--- config.mk ---
export PLATFORM = sky130hd
export DESIGN_NAME = stby_pwr_seq
export DESIGN_NICKNAME = d
export VERILOG_FILES = /design/src/rtl/stby_pkg.sv /design/src/rtl/stby_tick_cnt.sv /design/src/rtl/stby_seq_fsm.sv /design/src/rtl/stby_pwr_seq.sv
export SDC_FILE = /design/constraint.sdc
export NUM_CORES = 1
export LEC_CHECK = 0
export CAP_MARGIN = 25
export CORE_ASPECT_RATIO = 1.25
export CORE_MARGIN = 4
export CORE_UTILIZATION = 54
export CTS_CLUSTER_DIAMETER = 150
export DETAILED_ROUTE_END_ITERATION = 6
export PLACE_DENSITY = 0.83
export REMOVE_ABC_BUFFERS = 1
export SYNTH_ARGS = -nofsm -noshare
export SYNTH_HDL_FRONTEND = slang
export SYNTH_SLANG_ARGS = --single-unit
--- constraint.sdc ---
create_clock -name clk -period 3.7 [get_ports clk]
set_clock_uncertainty 0.2 [all_clocks]
set_input_delay 0.37 -clock clk [delete_from_list [all_inputs] [get_ports clk]]
set_output_delay 0.37 -clock clk [all_outputs]
set_load 0.03 [all_outputs]
--- src/rtl/stby_pkg.sv ---
package stby_pkg;
  typedef enum logic [1:0] {
    ST_RUN   = 2'd0,
    ST_ENTER = 2'd1,
    ST_STBY  = 2'd2,
    ST_WAKE  = 2'd3
  } seq_state_t;
endpackage

--- src/rtl/stby_tick_cnt.sv ---
module stby_tick_cnt #(
  parameter int W = 16
) (
  input  logic         clk,
  input  logic         rst,
  input  logic         clr,
  input  logic         inc,
  input  logic [W-1:0] lim,
  output logic         hit
);
  logic [W-1:0] cnt;

  assign hit = (cnt >= lim);

  always_ff @(posedge clk) begin
    if (rst || clr) cnt <= '0;
    else if (inc && !hit) cnt <= cnt + 1'b1;
  end
endmodule

--- src/rtl/stby_seq_fsm.sv ---
module stby_seq_fsm
  import stby_pkg::*;
(
  input  logic clk,
  input  logic rst,
  input  logic fail_safe,
  input  logic rel_hit,
  input  logic sw_work_off,
  input  logic sw_aux_off,
  input  logic aux_en,
  input  logic wake,
  input  logic stat_clr,
  output logic in_wake,
  output logic work_pwr,
  output logic aux_pwr,
  output logic rst_n_out,
  output logic if_en,
  output logic stby_flag
);
  seq_state_t state;
  logic pend_w, pend_a, aux_cut, set_flag;

  assign in_wake  = (state == ST_WAKE);
  assign set_flag = !fail_safe && (state == ST_WAKE) && rel_hit;

  always_ff @(posedge clk) begin
    if (rst) begin
      state     <= ST_RUN;
      pend_w    <= 1'b0;
      pend_a    <= 1'b0;
      aux_cut   <= 1'b0;
      work_pwr  <= 1'b1;
      aux_pwr   <= 1'b0;
      rst_n_out <= 1'b1;
      if_en     <= 1'b1;
    end else if (fail_safe) begin
      state     <= ST_STBY;
      aux_cut   <= 1'b1;
      work_pwr  <= 1'b0;
      aux_pwr   <= 1'b0;
      rst_n_out <= 1'b0;
      if_en     <= 1'b0;
    end else begin
      unique case (state)
        ST_RUN: begin
          aux_pwr <= aux_en;
          if (sw_work_off || sw_aux_off) begin
            state     <= ST_ENTER;
            pend_w    <= sw_work_off;
            pend_a    <= sw_aux_off;
            rst_n_out <= 1'b0;
            if_en     <= 1'b0;
          end
        end
        ST_ENTER: begin
          state    <= ST_STBY;
          aux_cut  <= pend_a;
          work_pwr <= !pend_w;
          aux_pwr  <= aux_en && !pend_a;
        end
        ST_STBY: begin
          if (wake) begin
            state    <= ST_WAKE;
            aux_cut  <= 1'b0;
            work_pwr <= 1'b1;
            aux_pwr  <= aux_en;
          end else begin
            aux_cut  <= aux_cut || sw_aux_off;
            work_pwr <= work_pwr && !sw_work_off;
            aux_pwr  <= aux_en && !(aux_cut || sw_aux_off);
          end
        end
        ST_WAKE: begin
          aux_pwr <= aux_en;
          if (rel_hit) begin
            state     <= ST_RUN;
            rst_n_out <= 1'b1;
            if_en     <= 1'b1;
          end
        end
        default: state <= ST_RUN;
      endcase
    end
  end

  always_ff @(posedge clk) begin
    if (rst) stby_flag <= 1'b0;
    else if (set_flag) stby_flag <= 1'b1;
    else if (stat_clr) stby_flag <= 1'b0;
  end
endmodule

--- src/rtl/stby_pwr_seq.sv ---
module stby_pwr_seq #(
  parameter int DLY_W  = 16,
  parameter int HOLD_W = 16
) (
  input  logic              clk,
  input  logic              rst,
  input  logic              tick,
  input  logic              sw_work_off,
  input  logic              sw_aux_off,
  input  logic              aux_en,
  input  logic              wake,
  input  logic              btn,
  input  logic [DLY_W-1:0]  rel_dly,
  input  logic [HOLD_W-1:0] hold_time,
  input  logic              stat_clr,
  output logic              work_pwr,
  output logic              aux_pwr,
  output logic              rst_n_out,
  output logic              if_en,
  output logic              stby_flag
);
  localparam logic [HOLD_W-1:0] HOLD_MIN = HOLD_W'(1);

  logic [HOLD_W-1:0] hold_lim;
  logic hold_hit, rel_hit, fired, fail_safe, in_wake;

  assign hold_lim  = (hold_time == '0) ? HOLD_MIN : hold_time;
  assign fail_safe = btn && hold_hit && !fired;

  stby_tick_cnt #(.W(HOLD_W)) u_hold (
    .clk (clk),
    .rst (rst),
    .clr (!btn),
    .inc (tick),
    .lim (hold_lim),
    .hit (hold_hit)
  );

  stby_tick_cnt #(.W(DLY_W)) u_rel (
    .clk (clk),
    .rst (rst),
    .clr (!in_wake),
    .inc (tick),
    .lim (rel_dly),
    .hit (rel_hit)
  );

  always_ff @(posedge clk) begin
    if (rst || !btn) fired <= 1'b0;
    else if (fail_safe) fired <= 1'b1;
  end

  stby_seq_fsm u_fsm (
    .clk         (clk),
    .rst         (rst),
    .fail_safe   (fail_safe),
    .rel_hit     (rel_hit),
    .sw_work_off (sw_work_off),
    .sw_aux_off  (sw_aux_off),
    .aux_en      (aux_en),
    .wake        (wake),
    .stat_clr    (stat_clr),
    .in_wake     (in_wake),
    .work_pwr    (work_pwr),
    .aux_pwr     (aux_pwr),
    .rst_n_out   (rst_n_out),
    .if_en       (if_en),
    .stby_flag   (stby_flag)
  );
endmodule

==> results_dict.tcl, run 1 <==
set metrics [dict create \
    min_path_type "flop to flop" \
    hold_viol 0 \
    fin_cells 465 \
    critPathArrivalTime_ns 3.38 \
    antenna_violations_before_repair 0 \
    critical_path_sink_type "flop" \
    synth_top_flop_cell "sky130_fd_sc_hd__dfxtp_1" \
    sequential_share_of_the_synthesized_area 0.292 \
    fp.dieW_um 73.3 \
    setup_viol 0 \
    synth_top_area_share 0.292 \
    highest_clock_rate_ghz 0.297 \
    dp.final_hpwl_um 4840 \
    fin_setup_tns_ns 0 \
    groute.usage.overall 0.193 \
    clk-insertion-delay-late_ns 0.29 \
    critical_path_peak_fanout 13 \
    initial_utilization 0.563 \
    floorplan.io_pins 46 \
    worstHoldStart "u_fsm.stby_flag$_SDFFE_PP0P_" \
    swShare 0.288 \
    final-max-slew-violation-count 0 \
    ctsRootBufferMaster "sky130_fd_sc_hd__clkbuf_8" \
    share_of_power_burned_in_the_clock_network 0.298 \
    die-height_um 89.7 \
    status "completed" \
    ir_drop_mv 0.220 \
    finalNetCount 483 \
    globalRoute.totalOverflow 0 \
    net-switching-power_w 0.000352 \
    drt_first_iter_violations 123 \
    design.core.area_sq_um 5120 \
    detailroute.via_count 2661 \
    comb_power_share 0.285 \
    crit_required_ns 3.71 \
    via_per_inst 5.72 \
    globalplace.congestion 0.872 \
    holdPathStages 2 \
    worst_margin_pin_slew_ns 0.865 \
    detail-route-antenna-nets 0 \
    layout_worst_path_cycle_share 0.910 \
    reg2regPathDepth 7 \
    worst-setup-path-type "primary input to flop" \
    cts_inserted_buffers 5 \
    leading_cell_types_by_count_after_synthesis "sky130_fd_sc_hd__dfxtp_1 (42), sky130_fd_sc_hd__inv_1 (42), sky130_fd_sc_hd__ha_1 (39)" \
    postSynthAreaPerCell_sq_um 8.07 \
    htreeDepth 2 \
    ys_warn_count 0 \
    postSynthRegisterBits 42 \
    worst-r2r-setup-slack_ns 0.79 \
    powerDensity_nw_per_um2 349 \
    synthAdderAreaFrac 0.169 \
    critical_path.reg2reg.startpoint "u_rel.cnt[11]$_SDFFE_PP0P_" \
    cell_internal_pwr_w 0.000871 \
    min_delay_worst_endpoint "u_fsm.stby_flag$_SDFFE_PP0P_" \
    clk_transition_reported_paths_ns 0.08 \
    num-fill-cells 416 \
    standby_leakage_power_nw 1.44 \
    synth_top_family_by_area "simple AND/OR/NAND/NOR gates" \
    max_cap_viol_count 0 \
    synthMuxAreaShare 0.0182 \
    synth_top_cell_by_area "sky130_fd_sc_hd__dfxtp_1" \
    netlist_area_sq_um 2880 \
    rsz0062_at_grt "no" \
    finalCoreUtilization 0.685 \
    netlist_instances 357 \
    finalWirelength_um 6120 \
    worst_setup_path_start_kind "primary input" \
    synth_cell_types 46 \
    postCtsResizedCells 0 \
    synth_xor_area_frac 0.0304 \
    die_area_sq_um 6570 \
    post-route-min-period_ns 3.37 \
    placement_rows 29 \
    cts.hold.buffers_added 0 \
    clock_sink_count 42 \
    synth_compound_area_frac 0.197 \
    cts_setup_buffers 0 \
    diodes 0 \
    drt_pass1_iterations 4 \
    sequentialPowerShare 0.417 \
    synthArstFlopShare 0 \
    timing.rr.end "u_rel.cnt[9]$_SDFFE_PP0P_" \
    yosys-top-cells-area "sky130_fd_sc_hd__dfxtp_1 (29%), sky130_fd_sc_hd__ha_1 (17%), sky130_fd_sc_hd__a21oi_1 (6.1%)" \
    share_of_synthesized_cell_area_in_and_or_nand_and_nor_gates 0.221 \
    placed_cells_incl_taps 458 \
    cts_buffer_depth 2 \
    grt_pass1_wl_um 10100 \
    synth-edff-count 0 \
    post_route_cells_drive_above_1_share 0.0422 \
    cts_tree "yes" \
    drc 0 \
    max_slew_margin 0.423 \
    port-buffer-count 45 \
    report.power.total_w 0.00122 \
    grt_start_max_net_pins 18 \
    area_growth_pct 21.6 \
    wire_per_inst_um 13.2 \
    number_of_global_route_vias_before_repair 2395 \
]
-- kinds of logic (layout without fill, tap and decap cells) --
kind of cell             after synthesis  count (layout)
multiplexers                           5               5
flip-flops                            42              42
AND/OR/NAND/NOR                      120             120
AO/OA/AOI/OAI                         89              89
adder cells (fa/ha/maj)               39              39
buffers and inverters                 52              98
XOR/XNOR                              10              10
-- cells in the final DEF (no fill, tap or decap), types with 2 or more instances in the layout --
master / n
sky130_fd_sc_hd__xor2_1: 7
sky130_fd_sc_hd__or3_1: 11
sky130_fd_sc_hd__xnor2_1: 3
sky130_fd_sc_hd__nand3_1: 10
sky130_fd_sc_hd__o31ai_1: 8
sky130_fd_sc_hd__a211oi_1: 4
sky130_fd_sc_hd__and3_1: 8
sky130_fd_sc_hd__a21o_1: 2
sky130_fd_sc_hd__mux2_2: 2
sky130_fd_sc_hd__mux2i_1: 3
sky130_fd_sc_hd__o21a_1: 2
sky130_fd_sc_hd__nand4_1: 12
sky130_fd_sc_hd__a21oi_1: 35
sky130_fd_sc_hd__nor4_1: 6
sky130_fd_sc_hd__nor2_1: 20
sky130_fd_sc_hd__nand2b_1: 6
sky130_fd_sc_hd__nor3_1: 6
sky130_fd_sc_hd__clkbuf_8: 6
sky130_fd_sc_hd__inv_1: 42
sky130_fd_sc_hd__nand2_1: 26
sky130_fd_sc_hd__or4_1: 5
sky130_fd_sc_hd__nand3b_1: 2
sky130_fd_sc_hd__buf_4: 4
sky130_fd_sc_hd__o21ai_0: 20
sky130_fd_sc_hd__nor2b_1: 3
sky130_fd_sc_hd__o211ai_1: 6
sky130_fd_sc_hd__ha_1: 39
sky130_fd_sc_hd__dfxtp_1: 42
sky130_fd_sc_hd__clkdlybuf4s50_1: 45
-- flip-flops by register name, summed over array words and instances, names as in the netlist --
| signal | count |
|---|---|
| u_fsm.work_pwr | 1 |
| u_fsm.state | 2 |
| u_hold.cnt | 16 |
| u_rel.cnt | 16 |
| u_fsm.pend_a | 1 |
| u_fsm.stby_flag | 1 |
| u_fsm.aux_cut | 1 |
| u_fsm.aux_pwr | 1 |
| fired | 1 |
| u_fsm.pend_w | 1 |
| u_fsm.rst_n_out | 1 |
-- worst max-delay path, cell delays in order --
cell and delay, ns:
sky130_fd_sc_hd__clkdlybuf4s50_1 0.44, sky130_fd_sc_hd__nor4_1 0.36, sky130_fd_sc_hd__a41o_1 0.21, sky130_fd_sc_hd__ha_1 0.21
sky130_fd_sc_hd__nand2b_1 0.14, sky130_fd_sc_hd__a2111oi_0 0.43, sky130_fd_sc_hd__or4_4 0.21, sky130_fd_sc_hd__nand3_1 0.29
sky130_fd_sc_hd__or4_1 0.57, sky130_fd_sc_hd__a21oi_1 0.14
-- cell type report --
class	count	area, sq um	area share
Clock buffer	6	82.6	0.0236
Clock inverter	1	30.0	0.00857
Inverter	42	158	0.0450
Multi-Input combinational cell	263	1830	0.523
Sequential cell	42	841	0.240
Tap cell	62	77.6	0.0222
Timing Repair Buffer	49	480	0.137
-- how the worst max path moves through the flow --
stage / start / endpoint / slack [ns] / depth (start not counted)
after global placement: hold_time[1] / u_hold.cnt[15]$_SDFFE_PP0P_ / 0.11 / 10
final: hold_time[1] / u_hold.cnt[15]$_SDFFE_PP0P_ / 0.33 / 10
after CTS: hold_time[1] / u_hold.cnt[15]$_SDFFE_PP0P_ / 0.34 / 10
after floorplan: hold_time[8] / u_hold.cnt[15]$_SDFFE_PP0P_ / 0.76 / 9
after detailed placement: hold_time[1] / u_hold.cnt[15]$_SDFFE_PP0P_ / 0.05 / 10
after global routing: hold_time[1] / u_hold.cnt[15]$_SDFFE_PP0P_ / 0.11 / 10
-- metal layers --
| metal | routed length (um) | vias to the layer above | GRT usage |
|---|---|---|---|
| li1 | - | 1382 | - |
| met1 | 2580 | 1217 | 0.214 |
| met2 | 3190 | 54 | 0.366 |
| met3 | 275 | 8 | 0.0379 |
| met4 | 80 | 0 | 0.0593 |
| met5 | 0 | - | 0 |
-- metrics by stage --
step	hold slack [ns]	setup slack [ns]	instance area, sq um
floorplan	0.239	0.762	2830
global placement	0.261	0.105	3390
detailed placement	0.261	0.0530	3390
CTS	0.273	0.335	3500
global route	0.286	0.105	3500
finish	0.268	0.332	3500
-- power by group through the flow --
stage	registers [W]	clock network (W)	logic [W]
floorplan	0.000544	0	0.000202
global placement	0.000520	0	0.000337
detailed placement	0.000521	0	0.000345
CTS	0.000511	0.000372	0.000350
global route	0.000516	0.000395	0.000389
finish	0.000510	0.000365	0.000348
Power figures use the tool's default switching activity.
==> run 2: changes to the inputs <==
Settings changed: MAX_ROUTING_LAYER set to met4.
==> run 2 against run 1 <==
Compared with the run above: fmax is 0.23% higher; via count is 0.15% higher; worst hold slack hardly changed; core utilization stayed put; global-route usage is 0.63 points higher; highest routed layer unchanged; cell count stayed put; sequential share of layout area stayed put; non-clock buffer count stayed put.
==> results_dict.tcl, run 2 (same netlist as run 1, synthesis figures left out) <==
set metrics [dict create \
    htreeDepth 2 \
    worst_setup_path_start_kind "primary input" \
    design.core.area_sq_um 5120 \
    grt_start_max_net_pins 18 \
    groute.usage.overall 0.199 \
    die-height_um 89.7 \
    cell_internal_pwr_w 0.000871 \
    share_of_power_burned_in_the_clock_network 0.298 \
    comb_power_share 0.285 \
    reg_top3 "u_hold.cnt x16, u_rel.cnt x16, u_fsm.state x2" \
    dp.final_hpwl_um 4840 \
    cts_buffer_depth 2 \
    critical_path_peak_fanout 13 \
    fin_setup_tns_ns 0 \
    drt_pass1_iterations 4 \
    final-max-slew-violation-count 0 \
    drt_first_iter_violations 119 \
    clk_transition_reported_paths_ns 0.08 \
    worst_margin_pin_slew_ns 0.848 \
    hold_viol 0 \
    cts.hold.buffers_added 0 \
    setup_viol 0 \
    detail-route-antenna-nets 0 \
    fin_cells 465 \
    antenna_violations_before_repair 0 \
    initial_utilization 0.563 \
    number_of_global_route_vias_before_repair 2392 \
    max_cap_viol_count 0 \
    multi_input_area_sq_um 1830 \
    delay_contributed_by_the_slowest_stage_of_the_critical_path_ns 0.56 \
    powerDensity_nw_per_um2 349 \
    critical_path_sink_type "flop" \
    ir_drop_mv 0.220 \
    num-fill-cells 416 \
    most-common-layout-cells "sky130_fd_sc_hd__clkdlybuf4s50_1 (45), sky130_fd_sc_hd__inv_1 (42), sky130_fd_sc_hd__dfxtp_1 (42), sky130_fd_sc_hd__ha_1 (39), sky130_fd_sc_hd__a21oi_1 (35)" \
    grt_pass1_wl_um 10100 \
    finalWirelength_um 6130 \
    cts_tree "yes" \
    globalRoute.totalOverflow 0 \
    area_growth_pct 21.6 \
    die_area_sq_um 6570 \
    placed_cells_incl_taps 458 \
    crit_required_ns 3.71 \
    floorplan.io_pins 46 \
    clock_sink_count 42 \
    post-route-min-period_ns 3.36 \
    diodes 0 \
    postCtsResizedCells 0 \
    fp.dieW_um 73.3 \
    final-seq-area_sq_um 841 \
    worst-setup-path-type "primary input to flop" \
    post_route_cells_drive_above_1_share 0.0422 \
    swShare 0.288 \
    cts_inserted_buffers 5 \
    via_per_inst 5.73 \
    hold_ws_ns 0.268 \
    critPathArrivalTime_ns 3.37 \
    net-switching-power_w 0.000352 \
    final_common_cell "sky130_fd_sc_hd__clkdlybuf4s50_1" \
    timing.critical_path.slowest_stage_cell "sky130_fd_sc_hd__or4_1" \
    status "completed" \
    report.power.total_w 0.00122 \
    drc 0 \
    crit_chain "clkdlybuf4s50_1 -> nor4_1 -> a41o_1 -> ha_1 -> nand2b_1 -> a2111oi_0 -> or4_4 -> nand3_1 -> or4_1 -> a21oi_1" \
    cts_setup_buffers 0 \
    wire_per_inst_um 13.2 \
    finalNetCount 483 \
    highest_clock_rate_ghz 0.298 \
    sequentialPowerShare 0.417 \
    globalplace.congestion 0.886 \
    ctsRootBufferMaster "sky130_fd_sc_hd__clkbuf_8" \
    detailroute.via_count 2665 \
    rsz0062_at_grt "no" \
    standby_leakage_power_nw 1.44 \
    min_path_type "flop to flop" \
    max_slew_margin 0.434 \
    port-buffer-count 45 \
    placement_rows 29 \
    clk-insertion-delay-late_ns 0.29 \
    layout_worst_path_cycle_share 0.908 \
]
-- run 2: cell counts in the layout (fill, tap and decap cells not counted) --
Identical to the previous run, type by type.
-- run 2: critical path, delay by kind of cell --
kind	cells	cell delay (ns)
buffers and inverters	1	0.44
AO/OA/AOI/OAI	3	0.78
adder cells (fa/ha/maj)	1	0.21
AND/OR/NAND/NOR	5	1.56
-- run 2: layout make-up --
class | instances | area share
repair buffers | 49 | 0.137
inverters | 42 | 0.0450
well taps | 62 | 0.0222
clock inverters | 1 | 0.00857
flip-flops and latches | 42 | 0.240
clock buffers | 6 | 0.0236
multi-input cells | 263 | 0.523
-- run 2: power by group through the flow --
stage	sequential, W	clock (W)	combinational (W)
global placement	0.000520	0	0.000337
global route	0.000516	0.000396	0.000389
floorplan	0.000544	0	0.000202
CTS	0.000511	0.000372	0.000350
detailed placement	0.000521	0	0.000345
finish	0.000510	0.000364	0.000348
-- run 2: path summary, 6_finish.rpt --
path | start | to | slack, ns | cells past startpoint
worst min register to register | u_fsm.stby_flag$_SDFFE_PP0P_ | u_fsm.stby_flag$_SDFFE_PP0P_ | 0.27 | 2
worst max-delay path | hold_time[1] | u_hold.cnt[15]$_SDFFE_PP0P_ | 0.34 | 10
worst max register to register | u_rel.cnt[11]$_SDFFE_PP0P_ | u_rel.cnt[9]$_SDFFE_PP0P_ | 0.79 | 7
worst min-delay path | u_fsm.stby_flag$_SDFFE_PP0P_ | u_fsm.stby_flag$_SDFFE_PP0P_ | 0.27 | 2
-- run 2: metrics by stage --
stage	instance area (sq um)	worst slack [ns]	utilization
after floorplan	2830	0.762	-
after global placement	3390	0.105	0.663
after detailed placement	3390	0.0530	0.663
after CTS	3500	0.335	0.685
after global routing	3500	0.120	0.685
final	3500	0.339	0.685
-- run 2: layer usage --
layer  track usage  vias to the layer above  wire length, um
li1              -                     1380                -
met1         0.214                     1227             2580
met2         0.366                       50             3210
met3        0.0401                        8              258
met4        0.0593                        0               80
met5             -                        -                0
